## config.mk

```make
export PLATFORM = sky130hd
export DESIGN_NAME = offset_cal_seq
export DESIGN_NICKNAME = d
export VERILOG_FILES = /design/src/rtl/ocs_pkg.sv /design/src/rtl/ocs_pd_qual.sv /design/src/rtl/ocs_ch_accum.sv /design/src/rtl/ocs_ch_correct.sv /design/src/rtl/offset_cal_seq.sv
export SDC_FILE = /design/constraint.sdc
export NUM_CORES = 1
export LEC_CHECK = 0
export BUFFER_PORTS_ARGS = -buffer_cell sky130_fd_sc_hd__buf_2
export CAP_MARGIN = 10
export CORE_ASPECT_RATIO = 0.8
export CORE_UTILIZATION = 60
export DETAILED_ROUTE_END_ITERATION = 10
export GPL_ROUTABILITY_DRIVEN = 1
export GPL_TIMING_DRIVEN = 0
export PLACE_DENSITY = 0.8
export SYNTH_ARGS = -nofsm -noshare
export SYNTH_HDL_FRONTEND = slang
export SYNTH_SLANG_ARGS = --single-unit
```

## constraint.sdc

```tcl
create_clock -name clk -period 3.65 [get_ports clk]
set_input_delay 0.1825 -clock clk [delete_from_list [all_inputs] [get_ports clk]]
set_output_delay 0.1825 -clock clk [all_outputs]
set_load 0.005 [all_outputs]
```

## src/rtl/ocs_pkg.sv

```systemverilog
package ocs_pkg;
  typedef enum logic [1:0] {
    ST_RUN    = 2'd0,
    ST_PD     = 2'd1,
    ST_CAL    = 2'd2,
    ST_SETTLE = 2'd3
  } ocs_state_e;

  localparam int unsigned NUM_CH = 2;
endpackage

```

## src/rtl/ocs_pd_qual.sv

```systemverilog
module ocs_pd_qual #(
  parameter int unsigned MIN_LOW = 2
) (
  input  logic clk,
  input  logic rst,
  input  logic pwr_n,
  output logic rel_ok,
  output logic rel_short
);
  localparam int unsigned CNT_W = $clog2(MIN_LOW + 1);
  localparam logic [CNT_W-1:0] CNT_SAT = CNT_W'(MIN_LOW);

  logic [CNT_W-1:0] low_cnt;

  always_ff @(posedge clk) begin
    if (rst) begin
      low_cnt <= '0;
    end else if (pwr_n) begin
      low_cnt <= '0;
    end else if (low_cnt != CNT_SAT) begin
      low_cnt <= low_cnt + 1'b1;
    end
  end

  assign rel_ok    = pwr_n && (low_cnt >= CNT_SAT);
  assign rel_short = pwr_n && (low_cnt != '0) && (low_cnt < CNT_SAT);

  // a qualified release follows a low input
  a_r3_release_after_low: assert property (@(posedge clk) disable iff (rst)
    rel_ok |-> $past(!pwr_n));
endmodule

```

## src/rtl/ocs_ch_accum.sv

```systemverilog
module ocs_ch_accum #(
  parameter int unsigned DATA_W   = 20,
  parameter int unsigned ACC_W    = 32,
  parameter int unsigned CAL_LOG2 = 12
) (
  input  logic                     clk,
  input  logic                     rst,
  input  logic                     clr,
  input  logic                     add,
  input  logic                     last,
  input  logic                     clr_off,
  input  logic signed [DATA_W-1:0] din,
  output logic signed [DATA_W-1:0] offset
);
  logic signed [ACC_W-1:0] acc;
  logic signed [ACC_W-1:0] acc_nxt;
  logic signed [ACC_W-1:0] avg;

  always_comb begin
    acc_nxt = acc + ACC_W'(din);
    avg     = acc_nxt >>> CAL_LOG2;
  end

  always_ff @(posedge clk) begin
    if (rst || clr) begin
      acc <= '0;
    end else if (add) begin
      acc <= last ? '0 : acc_nxt;
    end
  end

  always_ff @(posedge clk) begin
    if (rst || clr_off) begin
      offset <= '0;
    end else if (add && last) begin
      offset <= avg[DATA_W-1:0];
    end
  end

  // the sum restarts once an average has been stored
  a_r5_acc_restart: assert property (@(posedge clk) disable iff (rst)
    (add && last) |=> (acc == '0));
  // a clear request leaves a zero offset
  a_r9_offset_cleared: assert property (@(posedge clk) disable iff (rst)
    clr_off |=> (offset == '0));
endmodule

```

## src/rtl/ocs_ch_correct.sv

```systemverilog
module ocs_ch_correct #(
  parameter int unsigned DATA_W = 20
) (
  input  logic                     clk,
  input  logic                     rst,
  input  logic                     pass,
  input  logic                     smp_vld,
  input  logic signed [DATA_W-1:0] din,
  input  logic signed [DATA_W-1:0] offset,
  output logic signed [DATA_W-1:0] dout
);
  localparam logic signed [DATA_W-1:0] MAX_V = {1'b0, {(DATA_W-1){1'b1}}};
  localparam logic signed [DATA_W-1:0] MIN_V = {1'b1, {(DATA_W-1){1'b0}}};

  logic signed [DATA_W:0]   diff;
  logic signed [DATA_W-1:0] clamped;

  always_comb begin
    diff = {din[DATA_W-1], din} - {offset[DATA_W-1], offset};
    if (!diff[DATA_W] && diff[DATA_W-1]) begin
      clamped = MAX_V;
    end else if (diff[DATA_W] && !diff[DATA_W-1]) begin
      clamped = MIN_V;
    end else begin
      clamped = diff[DATA_W-1:0];
    end
  end

  always_ff @(posedge clk) begin
    if (rst || !pass) begin
      dout <= '0;
    end else if (smp_vld) begin
      dout <= clamped;
    end
  end

  // full-scale input against a negative offset clamps high
  a_r7_clamp_high: assert property (@(posedge clk) disable iff (rst)
    (pass && smp_vld && din == MAX_V && offset[DATA_W-1]) |=> (dout == MAX_V));
  // most negative input against a positive offset clamps low
  a_r7_clamp_low: assert property (@(posedge clk) disable iff (rst)
    (pass && smp_vld && din == MIN_V && !offset[DATA_W-1] && offset != '0)
    |=> (dout == MIN_V));
endmodule

```

## src/rtl/offset_cal_seq.sv

```systemverilog
module offset_cal_seq
  import ocs_pkg::*;
#(
  parameter int unsigned DATA_W   = 20,
  parameter int unsigned ACC_W    = 32,
  parameter int unsigned CAL_LOG2 = 12,
  parameter int unsigned MIN_LOW  = 2
) (
  input  logic                     clk,
  input  logic                     rst,
  input  logic                     pwr_n,
  input  logic                     cal_dis,
  input  logic                     smp_vld,
  input  logic signed [DATA_W-1:0] in_left,
  input  logic signed [DATA_W-1:0] in_right,
  output logic signed [DATA_W-1:0] out_left,
  output logic signed [DATA_W-1:0] out_right,
  output logic                     out_vld,
  output logic                     cal_busy,
  output logic                     blank
);
  localparam logic [CAL_LOG2-1:0] CNT_LAST = {CAL_LOG2{1'b1}};

  ocs_state_e state, state_nxt;
  logic [CAL_LOG2-1:0] smp_cnt;
  logic rel_ok, rel_short;
  logic acc_add, acc_last, acc_clr, off_clr, pass;

  logic signed [DATA_W-1:0] din_ch  [NUM_CH];
  logic signed [DATA_W-1:0] off_ch  [NUM_CH];
  logic signed [DATA_W-1:0] dout_ch [NUM_CH];

  ocs_pd_qual #(.MIN_LOW(MIN_LOW)) u_pd_qual (
    .clk      (clk),
    .rst      (rst),
    .pwr_n    (pwr_n),
    .rel_ok   (rel_ok),
    .rel_short(rel_short)
  );

  always_comb begin
    state_nxt = state;
    case (state)
      ST_RUN:    if (!pwr_n) state_nxt = ST_PD;
      ST_PD:     if (pwr_n) state_nxt = (rel_ok && !cal_dis) ? ST_CAL : ST_RUN;
      ST_CAL:    if (!pwr_n) state_nxt = ST_PD;
                 else if (smp_vld && smp_cnt == CNT_LAST) state_nxt = ST_SETTLE;
      ST_SETTLE: if (!pwr_n) state_nxt = ST_PD;
                 else if (smp_vld) state_nxt = ST_RUN;
      default:   state_nxt = ST_RUN;
    endcase
  end

  assign acc_clr  = (state == ST_PD);
  assign acc_add  = (state == ST_CAL) && pwr_n && smp_vld;
  assign acc_last = (smp_cnt == CNT_LAST);
  assign off_clr  = (state == ST_PD) && rel_ok && cal_dis;
  assign pass     = (state == ST_RUN) && pwr_n;

  always_ff @(posedge clk) begin
    if (rst) begin
      state    <= ST_RUN;
      smp_cnt  <= '0;
      blank    <= 1'b0;
      cal_busy <= 1'b0;
      out_vld  <= 1'b0;
    end else begin
      state    <= state_nxt;
      blank    <= (state_nxt != ST_RUN);
      cal_busy <= (state_nxt == ST_CAL);
      out_vld  <= pass && smp_vld;
      if (acc_clr) begin
        smp_cnt <= '0;
      end else if (acc_add) begin
        smp_cnt <= smp_cnt + 1'b1;
      end
    end
  end

  assign din_ch[0] = in_left;
  assign din_ch[1] = in_right;

  for (genvar ch = 0; ch < NUM_CH; ch++) begin : g_ch
    ocs_ch_accum #(
      .DATA_W  (DATA_W),
      .ACC_W   (ACC_W),
      .CAL_LOG2(CAL_LOG2)
    ) u_accum (
      .clk    (clk),
      .rst    (rst),
      .clr    (acc_clr),
      .add    (acc_add),
      .last   (acc_last),
      .clr_off(off_clr),
      .din    (din_ch[ch]),
      .offset (off_ch[ch])
    );

    ocs_ch_correct #(.DATA_W(DATA_W)) u_correct (
      .clk    (clk),
      .rst    (rst),
      .pass   (pass),
      .smp_vld(smp_vld),
      .din    (din_ch[ch]),
      .offset (off_ch[ch]),
      .dout   (dout_ch[ch])
    );
  end

  assign out_left  = dout_ch[0];
  assign out_right = dout_ch[1];

  // a low power-down input blanks on the next edge
  a_r2_blank_fast: assert property (@(posedge clk) disable iff (rst)
    !pwr_n |=> blank);
  // nothing is emitted while blanked
  a_r2_no_vld_blanked: assert property (@(posedge clk) disable iff (rst)
    blank |-> !out_vld);
  // busy implies blanking
  a_r3_busy_blanks: assert property (@(posedge clk) disable iff (rst)
    cal_busy |-> blank);
  // a short pulse never starts calibration
  a_r8_short_no_cal: assert property (@(posedge clk) disable iff (rst)
    (state == ST_PD && rel_short) |=> !cal_busy);
  // disabled calibration never raises busy on release
  a_r9_disabled_no_busy: assert property (@(posedge clk) disable iff (rst)
    (state == ST_PD && pwr_n && cal_dis) |=> !cal_busy);
endmodule

```

# Yosys cells after proc, flatten, opt, wreduce, memory -nomap -nowiden

Cells that the tools add are included.

Register bits after elaboration: 163
Bits in latches: 0
RAM bits: 0
ROM bits: 0
Bits of input ports: 45
Output and inout bits: 43
Word-level logic and storage cells: 66
Memories: 0

$add $sub $neg: 6
Multipliers: 0
Div/mod/pow operators: 0
Order comparisons: 1
Equality and inequality tests: 6
Shift operators: 0
Muxes and demuxes: 14
Bitwise gates (word level): 0
Reductions and logical operators: 27

Operators by type and width:

| kind                    | number |
|---|---|
| $mux W20                | 4 |
| $add A32 B20 Y32        | 2 |
| $mux W32                | 2 |
| $sub A20 B20 Y21        | 2 |
| $logic_and A1 B1 Y1     | 14 |
| $mux W2                 | 7 |
| $add A12 B1 Y12 const B | 1 |
| $eq A12 B12 Y1 const B  | 1 |
| $pmux W2 S4             | 1 |
| $eq A2 B2 Y1 const B    | 3 |
| $logic_not A1 Y1        | 6 |
| $reduce_or A2 Y1        | 2 |
| $logic_or A1 B1 Y1      | 3 |
| $add A2 B1 Y2 const B   | 1 |
| $eq A2 B1 Y1 const B    | 1 |
| $ge A2 B2 Y1 const B    | 1 |
| $logic_not A2 Y1        | 1 |
| $ne A2 B2 Y1 const B    | 1 |
| $reduce_bool A2 Y1      | 1 |

# Logic depth before layout (Yosys ltp)

Word-level depth: 7
Depth in mapped cells: 14
Mapped depth without buffers: 13

# By module

Synthesis repeated with hierarchy kept, for this count alone.

Cell total of the unflattened synthesis: 1,464
Area total of the unflattened synthesis: 11,821.3 um^2

By module, submodules not included:

| module                              | times used | cells an instance | area an instance (um^2) | sequential area each (um^2) |
|---|---|---|---|---|
| ocs_ch_accum                        | 2          | 411               | 3,382.0                 | 1,041.0 |
| ocs_ch_correct at g_ch[0].u_correct | 1          | 274               | 2,074.5                 | 400.4 |
| ocs_ch_correct at g_ch[1].u_correct | 1          | 258               | 2,009.4                 | 400.4 |
| offset_cal_seq                      | 1          | 98                | 852.1                   | 340.3 |
| ocs_pd_qual                         | 1          | 12                | 121.4                   | 40.0 |

# Worst setup path after synthesis

OpenSTA, ideal clock, no wires.

Path kind: register to register
Start point: register g_ch[1].u_accum.acc[0]
End point: register g_ch[1].u_accum.offset[16]
Library setup time: 95 ps
Arrival time: 2,793 ps
Data required time: 3,555 ps
Setup slack: 762 ps
Cell stages (with the launch flop): 14
Buffers on the path: 0
Clock period less this slack: 2,888 ps
Path through: dfxtp_1 ha_1 inv_1 fa_1 nor2b_1 o21ai_1 a211o_1 and2_1 o21ai_2 a41oi_2 o311ai_1 nand2_1 or4_1 o311ai_1

Word-level cells in the longest chain between the ends: 1

RTL lines:

| what                   | line               | source |
|---|---|---|
| from (decl)            | ocs_ch_accum.sv:15 | `logic signed [ACC_W-1:0] acc;` |
| from (signal assigned) | ocs_ch_accum.sv:28 | `acc <= last ? '0 : acc_nxt;` |
| $add A32 B20 Y32       | ocs_ch_accum.sv:20 | `acc_nxt = acc + ACC_W'(din);` |
| to (signal assigned)   | ocs_ch_accum.sv:36 | `offset <= avg[DATA_W-1:0];` |
| to (decl)              | ocs_ch_accum.sv:13 | `output logic signed [DATA_W-1:0] offset` |

No other way between the ends.
A chain may end at the register's enable or synchronous reset.

# Final worst setup path

Same ends and word-level chain as after synthesis.

==> results.md <==
* Ys flop type: dfxtp_1
* Max Slew Vio Count at 0
* Mapped Avg Cell Area at 8.18 um2
* Post-Route WL at 30.0 mm
* CTS H-tree lvls at 4
* Initial antenna violation count at 0
* Mapped Nets at 1524
* CP Data Arrival Time at 3.76 ns
* First-pass GRT wire length at 49.0 mm
* Starting DRT DRC Count at 992
* TritonCTS buffer count at 17
* Ranking of synthesized cells by area: dfxtp_1 29%, ha_1 12%, a21oi_1 7.1%
* Initial Util at 61.5%
* Fraction of the yosys area taken by sequential cells at 29.1%
* Clk buf depth at 2
* Post-synthesis cell area at 11200 um2
* Share of synthesized registers carrying an async set or reset at 0%
* Peak VDD IR at 335 uV
* Clock Sinks at 163
* Final antenna-violating net count at 0
* HPWL after DPL at 23.0 mm
* Total congestion overflow at 0
* Worst setup slack after layout at 0.236 ns
* Psw at 0.00120 W
* Hold/Removal Path Class: input pin to flip-flop
* Power Internal at 0.00313 W
* Largest net degree at the start of global routing at 19
* Top Ports at 88
* Fin crit share at 93.5%
* Core ar. at 18200 um2
* Clock power share at 43.2%
* Layout fillers at 1513
* CP Max Fanout at 4
* Setup crit end kind: flip-flop
* Post-route setup TNS at 0 ns
* Die Y at 124 um
* Worst Setup Start Kind: flip-flop
* DIE AREA at 19200 um2
* Register area at 3260 um2
* DR DRC count at 0
* Final setup fails at 0
* I/O Buffers at 87
* Setup CP Type: flip-flop to flip-flop
* Antenna cells at 0
* Row count at 44
* Total of max-cap violations at 0
* Worst hold slack at 0.0163 ns
* CTS tree: yes
* Switch share at 27.7%
* Distinct cell type count after synthesis at 85
* FF+latch count, synth at 163
* Final hold vios at 0
* DIE WIDTH at 155 um
* Routed wire length per instance at 17.2 um
* Syn Inst Count at 1371
* Required time worst endpoint at 4.00 ns
* Sequential share of power at 41.9%
* RSZ-0062 raised after global routing: no
* Clock Tree Root: clkbuf_16
* Via count at 10500
* Area share of the leading cell type in the synthesized netlist at 29.1%
* Outcome: complete, no violations
* Setup Skew at 0.00777 ns
* Share of layout cells above drive strength 1 at 11.2%
* Place WS at 0.182 ns
* Cell with the most instances after synthesis: dfxtp_1
* Tmin final at 3.41 ns
* Clock-pin slew on the worst setup and hold paths at 0.07 ns
* Number of synthesized flops with an enable pin at 0
* Vias in the first global route at 9452
* Total track usage at 31.7%
* Yosys warns at 0
* Vias/cell at 6.02
* Power density cells at 343 nW/um2
* Largest area contributor in the netlist: dfxtp_1
* First-pass iteration count of the detailed router at 6
* Post-layout util at 69.1%
* Total power at 0.00432 W
* Post-synth top cells: 163 x dfxtp_1, 158 x a21oi_1, 131 x nand2_1
* Max Clock Freq at 293 MHz
* Relative slew slack at 24.0%
* Nets at 1631
* Worst skew pair latency at 0.44 ns
* Pleak at 5.47 nW
* Area delta synth->final at 12.4%
* Multi-input gate area at 7440 um2
* Routability cong. at 0.920
* Slew at the pin closest to its max-slew limit at 1.13 ns
* Share of total power in combinational logic at 14.9%
cell type report:
type / instances / area share, %
multi-input combinational: 1075 / 59.1
sequential: 163 / 25.9
clock buffer: 20 / 3.70
timing repair buffer: 88 / 3.54
tap: 253 / 2.51
inverter: 79 / 2.35
buffer: 54 / 1.78
clock inverter: 12 / 1.15
routing by layer:
metal  wire (um)  up-vias  GRT usage [%]
li1            -     5153              -
met1       14600     4910           47.3
met2       12800      392           46.7
met3        2140       39           5.60
met4         561        0           8.50
met5           0        -              0
cell families (layout without fill, tap and decap cells):
family | after synthesis | in the layout | synth area share [%]
AO/OA/AOI/OAI | 474 | 474 | 28.3
AND/OR/NAND/NOR | 369 | 369 | 15.3
flip-flops | 163 | 163 | 29.1
buffers and inverters | 133 | 253 | 4.64
adder cells (fa/ha/maj) | 129 | 129 | 14.3
XOR/XNOR | 100 | 100 | 8.05
multiplexers | 3 | 3 | 0.268
power by group through the flow:
stage | Sequential [W] | Clock (W) | Combinational, W
floorplan | 0.00185 | 0 | 0.000443
CTS | 0.00181 | 0.00188 | 0.000631
detailed placement | 0.00185 | 0 | 0.000624
global placement | 0.00185 | 0 | 0.000612
global route | 0.00181 | 0.00196 | 0.000704
finish | 0.00181 | 0.00187 | 0.000643
per-stage QoR:
stage,area [um2],instances
finish,12600,1744
global route,12600,1744
CTS,12600,1744
detailed placement,12000,1711
global placement,12000,1711
floorplan,11200,1371
critical path, stage by stage (launching register included):
cell	delay [ns]
dfxtp_1	0.34
ha_1	0.21
inv_1	0.07
fa_1	0.40
nor2b_1	0.14
o21ai_1	0.11
a211o_1	0.35
and2_1	0.21
o21ai_2	0.24
a41oi_2	0.23
o311ai_1	0.31
nand2_1	0.18
or4_1	0.44
o311ai_1	0.10
flip-flops by register name (all words and copies together) (netlist names):
register,count
u_pd_qual.low_cnt,2
smp_cnt,12
out_vld,1
g_ch.u_accum.acc,64
blank,1
g_ch.u_correct.dout,40
cal_busy,1
g_ch.u_accum.offset,40
state,2
path summary, 6_finish.rpt:
kind                               start                          to  slack, ns  cells after the start
hold / removal                       rst        u_pd_qual.low_cnt[0]       0.02                      2
hold reg to reg   g_ch[0].u_accum.acc[2]      g_ch[0].u_accum.acc[2]       0.46                      2
setup reg to reg  g_ch[1].u_accum.acc[0]  g_ch[1].u_accum.offset[16]       0.24                     13
setup / recovery  g_ch[1].u_accum.acc[0]  g_ch[1].u_accum.offset[16]       0.24                     13
timing repair:
item / 4_1_cts / 5_1_grt
hold buffers: 1 / 0
hold endpoints to repair: 2 / 0
endpoints found under the setup margin: 0 / 4
resized for setup: 0 / 2
buffers inserted: 0 / 0
cells in the final DEF (no fill, tap or decap), types with 17 or more instances in the layout:
cell type / n
a21o_1: 64
a21oi_1: 158
a22o_1: 32
a22oi_1: 19
buf_2: 89
clkbuf_1: 46
clkbuf_16: 17
dfxtp_1: 163
ha_1: 104
inv_1: 79
nand2_1: 131
nand3_1: 23
nand4_1: 19
nor2_1: 103
o21ai_0: 79
o31ai_1: 17
xnor2_1: 63
xor2_1: 35
No activity file was read; power rests on OpenSTA's default activity.
